File: src/rtl/pllreg_pkg.sv
// Package pllreg_pkg
// Shared layout constants for the PLL configuration register bank.
// Assumes a 32-bit data bus with a 16-bit write-mask half on the control words.
package pllreg_pkg;
    localparam int DATA_W     = 32;
    localparam int HALF_W     = 16;
    localparam int FRAC_W     = 24;
    localparam int NUM_REGS   = 3;
    localparam int NUM_MASKED = 2;
    localparam int FRAC_IDX   = 2;

    // stored-bit masks and reset words of the two masked control words
    localparam logic [HALF_W-1:0] CTL0_KEEP = 16'h7FFF;
    localparam logic [HALF_W-1:0] CTL1_KEEP = 16'h31FF;
    localparam logic [HALF_W-1:0] CTL0_RST  = 16'h1040;
    localparam logic [HALF_W-1:0] CTL1_RST  = 16'h3041;

    // field positions
    localparam int FB_LSB   = 0;   localparam int FB_W   = 12;
    localparam int PD1_LSB  = 12;  localparam int PD1_W  = 3;
    localparam int REF_LSB  = 0;   localparam int REF_W  = 6;
    localparam int PD2_LSB  = 6;   localparam int PD2_W  = 3;
    localparam int INT_BIT  = 12;
    localparam int PWR_BIT  = 13;

    // stored-bit mask of masked word i
    function automatic logic [HALF_W-1:0] keep_of(input int i);
        return (i == 0) ? CTL0_KEEP : CTL1_KEEP;
    endfunction

    // reset word of masked word i
    function automatic logic [HALF_W-1:0] rst_of(input int i);
        return (i == 0) ? CTL0_RST : CTL1_RST;
    endfunction
endpackage

File: src/rtl/pllreg_decode.sv
// Module pllreg_decode
// Turns a byte offset into a one-hot write select, a register index and a hit flag.
// Assumes word-aligned registers at four times their index; anything else misses.
module pllreg_decode
    import pllreg_pkg::*;
#(
    parameter int ADDR_W = 4,
    localparam int IDX_W = ADDR_W - 2
) (
    input  logic [ADDR_W-1:0]   addr,
    input  logic                wr_en,
    output logic [NUM_REGS-1:0] wr_sel,
    output logic [IDX_W-1:0]    idx,
    output logic                hit
);
    logic aligned;

    // split offset into word index and alignment check
    always_comb begin
        idx     = addr[ADDR_W-1:2];
        aligned = (addr[1:0] == 2'b00);
        hit     = aligned && (int'(idx) < NUM_REGS);
    end

    genvar g;
    generate
        for (g = 0; g < NUM_REGS; g++) begin : g_sel
            // write select for register g
            assign wr_sel[g] = wr_en && aligned && (idx == IDX_W'(g));
        end
    endgenerate
endmodule

File: src/rtl/pllreg_mask_reg.sv
// Module pllreg_mask_reg
// One 16-bit control word where the upper half of the write data enables each lower bit.
// Assumes unstored bits (KEEP = 0) are held at zero and never written.
module pllreg_mask_reg
    import pllreg_pkg::*;
#(
    parameter logic [HALF_W-1:0] KEEP = 16'hFFFF,
    parameter logic [HALF_W-1:0] RST  = 16'h0000
) (
    input  logic              clk,
    input  logic              rst_n,
    input  logic              wr,
    input  logic [DATA_W-1:0] wdata,
    output logic [HALF_W-1:0] q
);
    logic [HALF_W-1:0] en;
    logic [HALF_W-1:0] nxt;

    // per-bit enable from the mask half, limited to stored bits
    always_comb begin
        en  = wdata[DATA_W-1:HALF_W] & KEEP;
        nxt = (q & ~en) | (wdata[HALF_W-1:0] & en);
    end

    // storage with synchronous reset
    always_ff @(posedge clk) begin
        if (!rst_n)  q <= RST & KEEP;
        else if (wr) q <= nxt;
    end
endmodule

File: src/rtl/pllreg_word_reg.sv
// Module pllreg_word_reg
// Plain register of WIDTH bits loaded whole from the low write-data bits.
// Assumes no mask semantics; write-data bits above WIDTH are dropped.
module pllreg_word_reg
    import pllreg_pkg::*;
#(
    parameter int WIDTH = 24
) (
    input  logic              clk,
    input  logic              rst_n,
    input  logic              wr,
    input  logic [DATA_W-1:0] wdata,
    output logic [WIDTH-1:0]  q
);
    // storage with synchronous reset
    always_ff @(posedge clk) begin
        if (!rst_n)  q <= '0;
        else if (wr) q <= wdata[WIDTH-1:0];
    end
endmodule

File: src/rtl/pllreg_sync.sv
// Module pllreg_sync
// Flop chain that brings the asynchronous lock indication into the bus clock domain.
// Assumes STAGES >= 1; output is zero during reset.
module pllreg_sync #(
    parameter int STAGES = 2
) (
    input  logic clk,
    input  logic rst_n,
    input  logic d,
    output logic q
);
    logic [STAGES-1:0] chain;

    // shift the input through the chain
    always_ff @(posedge clk) begin
        if (!rst_n) chain <= '0;
        else        chain <= {chain[STAGES-2 >= 0 ? STAGES-2 : 0 : 0], d} & {STAGES{1'b1}};
    end

    assign q = chain[STAGES-1];
endmodule

File: src/rtl/pllreg_rdmux.sv
// Module pllreg_rdmux
// Selects the read word and registers it together with the acknowledge.
// Assumes the lock bit sits at the top of the fraction word; misses read zero.
module pllreg_rdmux
    import pllreg_pkg::*;
#(
    parameter int IDX_W = 2
) (
    input  logic                               clk,
    input  logic                               rst_n,
    input  logic                               rd_en,
    input  logic                               hit,
    input  logic [IDX_W-1:0]                   idx,
    input  logic [NUM_MASKED-1:0][HALF_W-1:0]  ctl_q,
    input  logic [FRAC_W-1:0]                  frac_q,
    input  logic                               lock_s,
    output logic [DATA_W-1:0]                  rdata,
    output logic                               rd_ack
);
    logic [DATA_W-1:0] word;

    // pick the addressed word
    always_comb begin
        word = '0;
        if (hit) begin
            for (int i = 0; i < NUM_MASKED; i++) begin
                if (idx == IDX_W'(i)) word = {{(DATA_W-HALF_W){1'b0}}, ctl_q[i]};
            end
            if (idx == IDX_W'(FRAC_IDX))
                word = {lock_s, {(DATA_W-1-FRAC_W){1'b0}}, frac_q};
        end
    end

    // capture read data and acknowledge
    always_ff @(posedge clk) begin
        if (!rst_n) begin
            rdata  <= '0;
            rd_ack <= 1'b0;
        end else begin
            rd_ack <= rd_en;
            if (rd_en) rdata <= word;
        end
    end
endmodule

File: src/rtl/pll_cfg_regs.sv
// Module pll_cfg_regs
// PLL configuration register bank: two write-masked control words, one plain
// fraction word with lock status folded into its read value.
// Assumes a single-cycle write strobe and a registered one-cycle read.
module pll_cfg_regs
    import pllreg_pkg::*;
#(
    parameter int ADDR_W      = 4,
    parameter int SYNC_STAGES = 2,
    localparam int IDX_W      = ADDR_W - 2
) (
    input  logic              clk,
    input  logic              rst_n,
    input  logic              wr_en,
    input  logic              rd_en,
    input  logic [ADDR_W-1:0] addr,
    input  logic [DATA_W-1:0] wdata,
    output logic [DATA_W-1:0] rdata,
    output logic              rd_ack,
    input  logic              lock_in,
    output logic [FB_W-1:0]   fb_div,
    output logic [PD1_W-1:0]  post_div1,
    output logic [REF_W-1:0]  ref_div,
    output logic [PD2_W-1:0]  post_div2,
    output logic              int_mode,
    output logic              pwr_down,
    output logic [FRAC_W-1:0] frac
);
    logic [NUM_REGS-1:0]              wr_sel;
    logic [IDX_W-1:0]                 idx;
    logic                             hit;
    logic [NUM_MASKED-1:0][HALF_W-1:0] ctl_q;
    logic [FRAC_W-1:0]                frac_q;
    logic                             lock_s;

    pllreg_decode #(.ADDR_W(ADDR_W)) dec_i (
        .addr(addr), .wr_en(wr_en), .wr_sel(wr_sel), .idx(idx), .hit(hit)
    );

    genvar g;
    generate
        for (g = 0; g < NUM_MASKED; g++) begin : g_ctl
            pllreg_mask_reg #(.KEEP(keep_of(g)), .RST(rst_of(g))) reg_i (
                .clk(clk), .rst_n(rst_n), .wr(wr_sel[g]), .wdata(wdata), .q(ctl_q[g])
            );
        end
    endgenerate

    pllreg_word_reg #(.WIDTH(FRAC_W)) frac_i (
        .clk(clk), .rst_n(rst_n), .wr(wr_sel[FRAC_IDX]), .wdata(wdata), .q(frac_q)
    );

    pllreg_sync #(.STAGES(SYNC_STAGES)) sync_i (
        .clk(clk), .rst_n(rst_n), .d(lock_in), .q(lock_s)
    );

    pllreg_rdmux #(.IDX_W(IDX_W)) rd_i (
        .clk(clk), .rst_n(rst_n), .rd_en(rd_en), .hit(hit), .idx(idx),
        .ctl_q(ctl_q), .frac_q(frac_q), .lock_s(lock_s), .rdata(rdata), .rd_ack(rd_ack)
    );

    // field extraction toward the PLL
    always_comb begin
        fb_div    = ctl_q[0][FB_LSB +: FB_W];
        post_div1 = ctl_q[0][PD1_LSB +: PD1_W];
        ref_div   = ctl_q[1][REF_LSB +: REF_W];
        post_div2 = ctl_q[1][PD2_LSB +: PD2_W];
        int_mode  = ctl_q[1][INT_BIT];
        pwr_down  = ctl_q[1][PWR_BIT];
        frac      = frac_q;
    end
endmodule

File: config.mk
export PLATFORM = sky130hd
export DESIGN_NAME = pll_cfg_regs
export DESIGN_NICKNAME = d
export VERILOG_FILES = /design/src/rtl/pllreg_pkg.sv /design/src/rtl/pllreg_decode.sv /design/src/rtl/pllreg_mask_reg.sv /design/src/rtl/pllreg_word_reg.sv /design/src/rtl/pllreg_sync.sv /design/src/rtl/pllreg_rdmux.sv /design/src/rtl/pll_cfg_regs.sv
export SDC_FILE = /design/constraint.sdc
export NUM_CORES = 1
export LEC_CHECK = 0
export BUFFER_PORTS_ARGS = -buffer_cell sky130_fd_sc_hd__buf_2
export CAP_MARGIN = 20
export CORE_UTILIZATION = 54
export DETAILED_ROUTE_END_ITERATION = 10
export GPL_ROUTABILITY_DRIVEN = 0
export PLACE_DENSITY = 0.85
export SLEW_MARGIN = 20
export SYNTH_ARGS = -nofsm -noshare
export SYNTH_HDL_FRONTEND = slang
export SYNTH_HIERARCHICAL = 1
export SYNTH_SLANG_ARGS = --single-unit
export TNS_END_PERCENT = 50
File: constraint.sdc
create_clock -name clk -period 3.34 [get_ports clk]
set_input_delay 0.668 -clock clk [delete_from_list [all_inputs] [get_ports clk]]
set_output_delay 0.668 -clock clk [all_outputs]
set_load 0.03 [all_outputs]
======== Word-level counts from Yosys, hierarchy flattened ========
Index checks and enable logic that the tools add are counted.
storage, ports and cells
  bits in registers ....................... 91
  input bits .............................. 41
  ROM bits ................................ 0
  memories kept ........................... 0
  output and inout bits ................... 83
  bits in writable memories ............... 0
  bits in latches ......................... 0
operators by class
  div/mod/pow operators ................... 0
  multipliers ............................. 0
  bitwise gates (word level) .............. 8
  add/subtract/negate cells ............... 0
  reductions and logical operators ........ 7
  eq/ne operators ......................... 2
  multiplexer cells ....................... 4
  shift-type cells ........................ 0
  order comparisons ....................... 1
operators by type and width
  cell                  count
  $mux W32              2
  $and A16 B16 Y16      2
  $mux W16              2
  $or A16 B16 Y16       2
  $and A16 B14 Y16      1
  $and A16 B15 Y16      1
  $not A14 Y16          1
  $not A15 Y16          1
  $logic_and A1 B1 Y1   5
  $logic_not A2 Y1      2
  $eq A2 B1 Y1 const B  1
  $eq A2 B2 Y1 const B  1
  $lt A2 B2 Y1 const B  1

======== Depth between registers and ports, before layout ========
Gate-level depths: netlist (run 1).
  depth after elaboration ................. 5
  depth in mapped cells ................... 6
  mapped depth without buffers ............ 4

======== Hierarchy ========
The synthesis (run 1) kept the hierarchy.
modules (own cells, without submodules)
  module                             area an instance (µm²)  cells each  seq. area each (µm²)  instances
  pllreg_rdmux                       1275.0                  124         520.5                 1
  pllreg_word_reg                    929.6                   77          480.5                 1
  pllreg_mask_reg at g_ctl[0].reg_i  693.2                   80          300.3                 1
  pllreg_mask_reg at g_ctl[1].reg_i  516.7                   60          220.2                 1
  pllreg_decode                      73.8                    7           0.0                   1
  pllreg_sync                        52.6                    4           40.0                  1

======== Worst setup path after synthesis (run 1) ========
Ideal clock, no wire load.
  path kind ............................... input to register
  from .................................... input addr[3]
  to ...................................... register rd_i.rdata[10]
  path slack .............................. 1495 ps
  data required time ...................... 3282 ps
  library setup time ...................... 58 ps
  data arrival time ....................... 1787 ps
  path buffers ............................ 1
  stages on the path ...................... 5
  cells stage by stage .................... a211oi_1 > nand3_2 > nor3b_4 > buf_6 > a221o_2
on the way
  cells in the longest elaborated chain, start to end .. 5
ends and longest elaborated chain
  what                    line                RTL
  start: declaration      pll_cfg_regs.sv:16  input logic [ADDR_W-1:0] addr,
  $logic_not A2 Y1        pllreg_rdmux.sv:27  if (idx == IDX_W'(i)) word = {{(DATA_W-HALF_W){1'b0}}, ctl_q[i]};
  $mux W16 (2 in series)  pllreg_rdmux.sv:27
  $mux W32                pllreg_rdmux.sv:29  if (idx == IDX_W'(FRAC_IDX))
  $mux W32 *              pllreg_rdmux.sv:25  if (hit) begin
  end signal: assignment  pllreg_rdmux.sv:41  if (rd_en) rdata <= word;
  end: declaration        pllreg_rdmux.sv:17  output logic [DATA_W-1:0] rdata,
Every way passes the cells marked *; elsewhere a longest branch is shown, timed or not.
A chain may end at the register's enable or synchronous reset.

======== Worst setup path after layout (run 1) ========
  from .................................... input addr[2]
  to ...................................... register rd_i.rdata[10]
RTL lines
  what                 line                 RTL
  $lt A2 B2 Y1         pllreg_decode.sv:22  hit = aligned && (int'(idx) < NUM_REGS);
  $logic_and A1 B1 Y1  pllreg_decode.sv:22
  via hit              pll_cfg_regs.sv:31   logic hit;
  $mux W32             pllreg_rdmux.sv:25
The timed path passes the listed nets, and every way through them passes these cells.

==> flow_summary.ini, run 1 <==
[global_route]
grt_pass1_wl_mm = 12.4
use_met2 = 0.365
antenna_found_initial = 0
first_global_vias = 2553
grt_use_met1 = 0.292
grt_max_degree = 57
grtUsageMet3 = 0.0527
grt_overflow_total = 0
groute.usage.overall = 0.227
busiest_layer = met2

[sta]
fin_crit_ns = 2.35
fin_ws_ns = 0.990
period_share = 0.704
slew_viol_final = 0
rsz0062_at_grt = no
fin_hold_ws_ns = 0.446
maxSlewHeadroom = 0.458
setup_tns_ns = 0
worstMarginPinSlew_ns = 0.812
fmax_mhz = 425
setup_violations = 0
hold_viol_final = 0
skew_ns = 0.00867

[route]
drt-wirelength-per-cell_um = 14.6
dr_total_vias = 2799
dr.first_iter.drc_count = 125
drtPass1Iterations = 6
antenna_left = 0
wirelength_mm = 7.85
vias_per_cell = 5.21
drc = 0

[setup_path]
end_kind = flip-flop
cp.arrival_ns = 2.63
path_depth = 5
slowest_stage = nor3b_4
required_ns = 3.62
slowest_delay_ns = 0.70
rr_endpoint = rd_i/rdata[12]
worstSetupPathType = input pin to flip-flop
startpoint = addr[2]
worst-r2r-cell-count = 3
critPathBufInv = 1
path_max_fanout = 22
cp-start-kind = input pin
crit_end = rd_i/rdata[10]
r2r_setup_slack_ns = 2.40
path_cells = buf_2 -> a211oi_1 -> nand3_2 -> nor3b_4 -> a221o_2
crit_family = simple AND/OR/NAND/NOR gates

[die]
start_util = 0.558
design.die.area_mm2 = 0.00688
die_x_um = 83.0
rows = 29
ioPinCount = 124
core_mm2 = 0.00635
fp.dieH_um = 83.0

[synthesis]
ys_warn_count = 6
yosysSeqAreaShare = 0.441
ys_seq_elements = 78
syn-instance-count = 352
synth_area_mm2 = 0.00354
synth_area_per_cell_um2 = 10.1
synth_cell_types = 24

[placement]
io_buffers = 115
placed_cells = 521
post-dp-hpwl_mm = 5.41
dp_slack_ns = 0.652
post_dp_cell_area_mm2 = 0.00395

[pwr]
power_mw = 1.87
peakVddDrop_v = 0.000287
pwr-share-comb = 0.077
clkPwrFrac = 0.419
p_per_area_mw_per_mm2 = 449
power.leakage_nw = 2.00
internal-power_mw = 1.43
seqPwrFrac = 0.504
p_switching_uw = 439
p_sw_frac = 0.234

[cts]
cts.sinks = 78
cts_made_buffers = 9
post_cts_resized = 0
cts_tree = done
htree_levels = 3
clk_pin_slew_worst_paths_ns = 0.08
clk-insertion-delay-late_ns = 0.34
postCtsSetupBuffers = 0
clock_path_buffers = 2
cts_root_buf = clkbuf_8
hold_buffers = 0

[cells_and_area]
post-route-util = 0.658
mostFrequentLayoutCells = buf_2, dfxtp_1, mux2i_1
drive_gt1_frac = 0.359
fin_cells = 537
nets = 496
fin_area_mm2 = 0.00418
synthToLayoutAreaGrowth_pct = 17.9
layout_commonest_cell = buf_2
diodes = 0

[status]
status = finished, final reports clean

[job]
drv_cap = 0

[min_path]
hp-class = flip-flop to flip-flop
## power by group through the flow
| stage | combinational [mW] | sequential [mW] | clock, mW |
|---|---|---|---|
| after floorplan | 0.0957 | 0.981 | 0 |
| after global placement | 0.142 | 0.965 | 0 |
| after detailed placement | 0.145 | 0.966 | 0 |
| after CTS | 0.145 | 0.944 | 0.800 |
| after global routing | 0.157 | 0.945 | 0.843 |
| final | 0.145 | 0.944 | 0.784 |
## cells in the mapped netlist (all sizes together)
cell	instances	area [um2]
dfxtp	78	1560
mux2i	60	601
nand2	60	233
nor2b	43	269
buf	33	314
nor2	17	66.3
a221o	16	180
a21oi	15	75.1
and3b	6	60.1
o21ai	6	30.0
clkbuf	4	15.0
and2	3	18.8
and4b	3	30.0
conb	3	11.3
a211oi	1	7.51
nand3	1	10.0
nand4b	1	15.0
nor3b	1	18.8
nor4bb	1	25.0
## per-layer routing
metal  wire [um]  vias to the layer above
met5           0                        -
met4         110                        0
met1        3560                     1318
met3         509                       10
met2        3680                       95
li1            -                     1376
## area by class of cell
| type | instances | area [um2] |
|---|---|---|
| Clock inverter | 5 | 81.3 |
| Fill cell | 542 | 2170 |
| Multi-Input combinational cell | 247 | 1690 |
| Tap cell | 77 | 96.3 |
| Clock buffer | 11 | 141 |
| Sequential cell | 78 | 1560 |
| Timing Repair Buffer | 119 | 606 |
## worst min-delay path by stage
stage                          startpoint               to  slack (ns)  cells past startpoint
after detailed placement  sync_i/chain[0]  sync_i/chain[1]        0.43                      1
after floorplan           sync_i/chain[0]  sync_i/chain[1]        0.41                      1
final                     sync_i/chain[0]  sync_i/chain[1]        0.45                      1
after global routing      sync_i/chain[0]  sync_i/chain[1]        0.49                      1
after global placement    sync_i/chain[0]  sync_i/chain[1]        0.42                      1
after CTS                 sync_i/chain[0]  sync_i/chain[1]        0.45                      1
## cell families (layout without fill, tap and decap cells)
| group | count (synthesis) | in the layout | share of synthesized area |
|---|---|---|---|
| AND/OR/NAND/NOR | 136 | 136 | 0.211 |
| buffers and inverters | 37 | 135 | 0.0929 |
| flip-flops | 78 | 78 | 0.441 |
| AO/OA/AOI/OAI | 38 | 38 | 0.0827 |
| other | 3 | 13 | 0.00318 |
| multiplexers | 60 | 60 | 0.170 |
No activity file was read; power rests on OpenSTA's default activity.
==> run 2, diff against run 1 <==
Settings changed: CORE_UTILIZATION 54 to 50, PLACE_DENSITY 0.85 to 0.8.
Clock period 3.34 ns to 2.3 ns, I/O delays scaled along.
==> flow_summary.ini, run 2 (synthesis results as in run 1) <==
[status]
status = finished, final reports clean

[sta]
hold_viol_final = 0
period_share = 0.716
rsz0062_at_grt = no
slew_viol_final = 0
worstMarginPinSlew_ns = 0.731
fmax_mhz = 607
maxSlewHeadroom = 0.512
fin_crit_ns = 1.65
setup_violations = 0
setup_tns_ns = 0
skew_ns = 0.00675

[die]
design.die.area_mm2 = 0.00742
core_mm2 = 0.00683
start_util = 0.518
ioPinCount = 124
rows = 30
die_x_um = 86.2
fp.dieH_um = 86.2

[cells_and_area]
fin_cells = 560
fin_area_mm2 = 0.00422
multi_input_area_mm2 = 0.00169
synthToLayoutAreaGrowth_pct = 19.0
mostFrequentLayoutCells = buf_2, dfxtp_1, mux2i_1
layout_commonest_cell = buf_2
fill_cells = 639
diodes = 0
drive_gt1_frac = 0.364
nets = 501
seq_area_mm2 = 0.00156

[global_route]
groute.usage.overall = 0.221
grt_pass1_wl_mm = 12.6
first_global_vias = 2548
grt_max_degree = 35
antenna_found_initial = 0
grt_overflow_total = 0

[cts]
hold_buffers = 0
postCtsSetupBuffers = 0
cts_made_buffers = 9
htree_levels = 3
cts.sinks = 78
clock_path_buffers = 2
clk-insertion-delay-late_ns = 0.34
cts_root_buf = clkbuf_8
cts_tree = done
post_cts_resized = 0
clk_pin_slew_worst_paths_ns = 0.08

[setup_path]
slowest_stage = a211oi_1
path_max_fanout = 16
cp-start-kind = input pin
worst-r2r-cell-count = 3
slowest_delay_ns = 0.50
end_kind = flip-flop
cp.arrival_ns = 1.93
critPathBufInv = 2
worstSetupPathType = input pin to flip-flop
r2r_setup_slack_ns = 1.36
rr_endpoint = rd_i/rdata[7]
crit_family = compound AO/OA/AOI/OAI gates
required_ns = 2.58
path_cells = buf_2 -> a211oi_1 -> nand3_2 -> nor3b_4 -> buf_4 -> a221o_2

[job]
drv_cap = 0

[route]
drt-wirelength-per-cell_um = 14.4
dr.first_iter.drc_count = 100
drtPass1Iterations = 5
wirelength_mm = 8.04
dr_total_vias = 2806
vias_per_cell = 5.01
antenna_left = 0
drc = 0

[pwr]
p_per_area_mw_per_mm2 = 612
peakVddDrop_v = 0.000316
power.leakage_nw = 2.01

[placement]
placed_cells = 545
post_dp_cell_area_mm2 = 0.00403
io_buffers = 115
post-dp-hpwl_mm = 5.52

[min_path]
min_path_cells = 2
hp-class = input pin to flip-flop
hold_start = lock_in
min_to = sync_i/chain[0]
run 2: cell count changes in the layout (fill, tap and decap cells not counted), sizes merged:
cell	previous run	this run
inv	1	0
buf	119	124
clkinv	1	2
bufinv	2	1
run 2: area by class of cell:
type / instances / share of cell area
Clock inverter: 4 / 0.0113
Clock buffer: 11 / 0.0335
Multi-Input combinational cell: 247 / 0.401
Sequential cell: 78 / 0.370
Tap cell: 96 / 0.0285
Timing Repair Buffer: 124 / 0.156
run 2: how the worst max path moves through the flow:
| stage | cells after the start | end | slack (ns) | startpoint |
|---|---|---|---|---|
| 6_report | 6 | rd_i/rdata[2] | 0.65 | addr[3] |
| 5_1_grt | 6 | rd_i/rdata[2] | 0.62 | addr[3] |
| 4_1_cts | 6 | rd_i/rdata[7] | 0.71 | addr[3] |
| 3_5_place_dp | 6 | rd_i/rdata[2] | 0.35 | addr[3] |
| 3_3_place_gp | 6 | rd_i/rdata[2] | 0.40 | addr[3] |
| 2_1_floorplan | 5 | rd_i/rdata[10] | 0.66 | addr[3] |
run 2: metrics by stage:
stage	hold slack [ns]	setup slack (ns)	util	total power [mW]
final	0.318	0.653	0.617	2.58
after floorplan	0.412	0.663	-	1.56
after global routing	0.311	0.618	0.617	2.68
after detailed placement	0.429	0.350	0.589	1.62
after global placement	0.416	0.405	0.589	1.61
after CTS	0.307	0.707	0.617	2.61
run 2: report_power, final:
| part | total (mW) | internal, mW | leakage, nW | switching (mW) |
|---|---|---|---|---|
| Sequential | 1.37 | 1.36 | 0.630 | 0.00808 |
| Clock | 0.992 | 0.522 | 0.0952 | 0.470 |
| Combinational | 0.217 | 0.0806 | 1.29 | 0.137 |
run 2: metal layers:
metal  track usage  routed length, um  up-vias  share of wire
met1         0.283               3620     1310           0.45
met3        0.0500                595       10          0.074
met2         0.362               3730      101           0.46
met4        0.0833                 93        0          0.012
li1              -                  -     1385              -
met5             0                  0        -              0
==> run 3, diff against run 2 <==
Settings changed: CORE_UTILIZATION 50 to 45, PLACE_DENSITY 0.8 to 0.76.
Clock period 2.3 ns to 1.38 ns, I/O delays scaled along.
==> flow_summary.ini, run 3 (synthesis results as in run 1) <==
[setup_path]
r2r_setup_slack_ns = 0.45
required_ns = 1.10
path_cells = buf_2
crit_family = flip-flops
worst-r2r-cell-count = 3
path_max_fanout = 3
rr_endpoint = rd_i/rdata[13]
cp.arrival_ns = 0.94
slowest_stage = dfxtp_1
critPathBufInv = 1
worstSetupPathType = flip-flop to output port
end_kind = output port
cp-start-kind = flip-flop
slowest_delay_ns = 0.38

[min_path]
hold_start = lock_in
hp-class = input pin to flip-flop
min_to = sync_i/chain[0]
min_path_cells = 2

[cells_and_area]
layout_commonest_cell = buf_2
synthToLayoutAreaGrowth_pct = 21.5
fin_area_mm2 = 0.00430
seq_area_mm2 = 0.00156
drive_gt1_frac = 0.378
nets = 511
mostFrequentLayoutCells = buf_2, dfxtp_1, mux2i_1
fill_cells = 671
diodes = 0
multi_input_area_mm2 = 0.00169

[cts]
cts_tree = done
cts_made_buffers = 9
cts.sinks = 78
clock_path_buffers = 2
post_cts_resized = 0
clk-insertion-delay-late_ns = 0.34
cts_root_buf = clkbuf_8
clk_pin_slew_worst_paths_ns = 0.07
postCtsSetupBuffers = 0
hold_buffers = 0
htree_levels = 3

[placement]
post_dp_cell_area_mm2 = 0.00415
io_buffers = 115
dp_slack_ns = -0.124
post-dp-hpwl_mm = 6.10

[route]
drc = 0
drt-wirelength-per-cell_um = 14.9
dr_total_vias = 2802
antenna_left = 0
dr.first_iter.drc_count = 118
wirelength_mm = 8.52
vias_per_cell = 4.90
drtPass1Iterations = 4

[die]
die_x_um = 90.7
core_mm2 = 0.00745
ioPinCount = 124
start_util = 0.475
design.die.area_mm2 = 0.00823
rows = 31
fp.dieH_um = 90.7

[global_route]
grt_overflow_total = 0
grt_max_degree = 67
antenna_found_initial = 0
grt_pass1_wl_mm = 13.5
first_global_vias = 2691
groute.usage.overall = 0.209

[pwr]
power_mw = 4.08
peakVddDrop_v = 0.000509
power.leakage_nw = 2.06
p_per_area_mw_per_mm2 = 949

[status]
status = finished, final reports clean

[job]
drv_cap = 0

[sta]
fmax_mhz = 824
setup_violations = 0
slew_viol_final = 0
setup_tns_ns = 0
fin_ws_ns = 0.166
skew_ns = 0.00893
fin_crit_ns = 1.21
hold_viol_final = 0
period_share = 0.879
rsz0062_at_grt = no
[run 3: cell count changes in the layout (fill, tap and decap cells not counted), sizes merged]
cell	delta
buf	+10
clkbuf	-1
bufinv	-1
clkinv	+1
[run 3: where the power goes]
| group | switching [mW] | internal [mW] | leakage, nW |
|---|---|---|---|
| combinational | 0.236 | 0.151 | 1.35 |
| sequential | 0.0136 | 2.27 | 0.630 |
| clock | 0.779 | 0.631 | 0.0780 |
| total | 1.03 | 3.05 | 2.06 |
[run 3: metal layers]
| metal | wire length, um | GRT usage |
|---|---|---|
| met1 | 3960 | 0.270 |
| met2 | 4030 | 0.348 |
| met3 | 464 | 0.0429 |
| met4 | 59 | 0.0645 |
| met5 | 0 | 0 |
[run 3: worst max path at each step]
| stage | endpoint | depth (start not counted) | slack (ns) | startpoint |
|---|---|---|---|---|
| after floorplan | rd_i/rdata[10] | 5 | 0.05 | addr[3] |
| after global placement | rd_i/rdata[4] | 6 | -0.09 | addr[3] |
| after detailed placement | rd_i/rdata[10] | 6 | -0.12 | addr[3] |
| after CTS | frac[21] | 1 | 0.14 | frac_i/q[21] |
| after global routing | rd_i/rdata[14] | 6 | 0.12 | addr[3] |
| final | frac[21] | 1 | 0.17 | frac_i/q[21] |
[run 3: area by class of cell]
| type | instances | area share |
|---|---|---|
| clock buffers | 10 | 0.0297 |
| clock inverters | 4 | 0.00611 |
| repair buffers | 134 | 0.179 |
| multi-input cells | 247 | 0.394 |
| well taps | 99 | 0.0288 |
| flip-flops and latches | 78 | 0.363 |
[run 3: through the flow]
step / std cells / hold slack [ns] / utilization
2_1_floorplan: 362 / 0.398 / -
3_3_place_gp: 558 / 0.418 / 0.557
3_5_place_dp: 558 / 0.441 / 0.557
4_1_cts: 572 / 0.119 / 0.578
5_1_grt: 572 / 0.124 / 0.578
6_report: 572 / 0.138 / 0.578
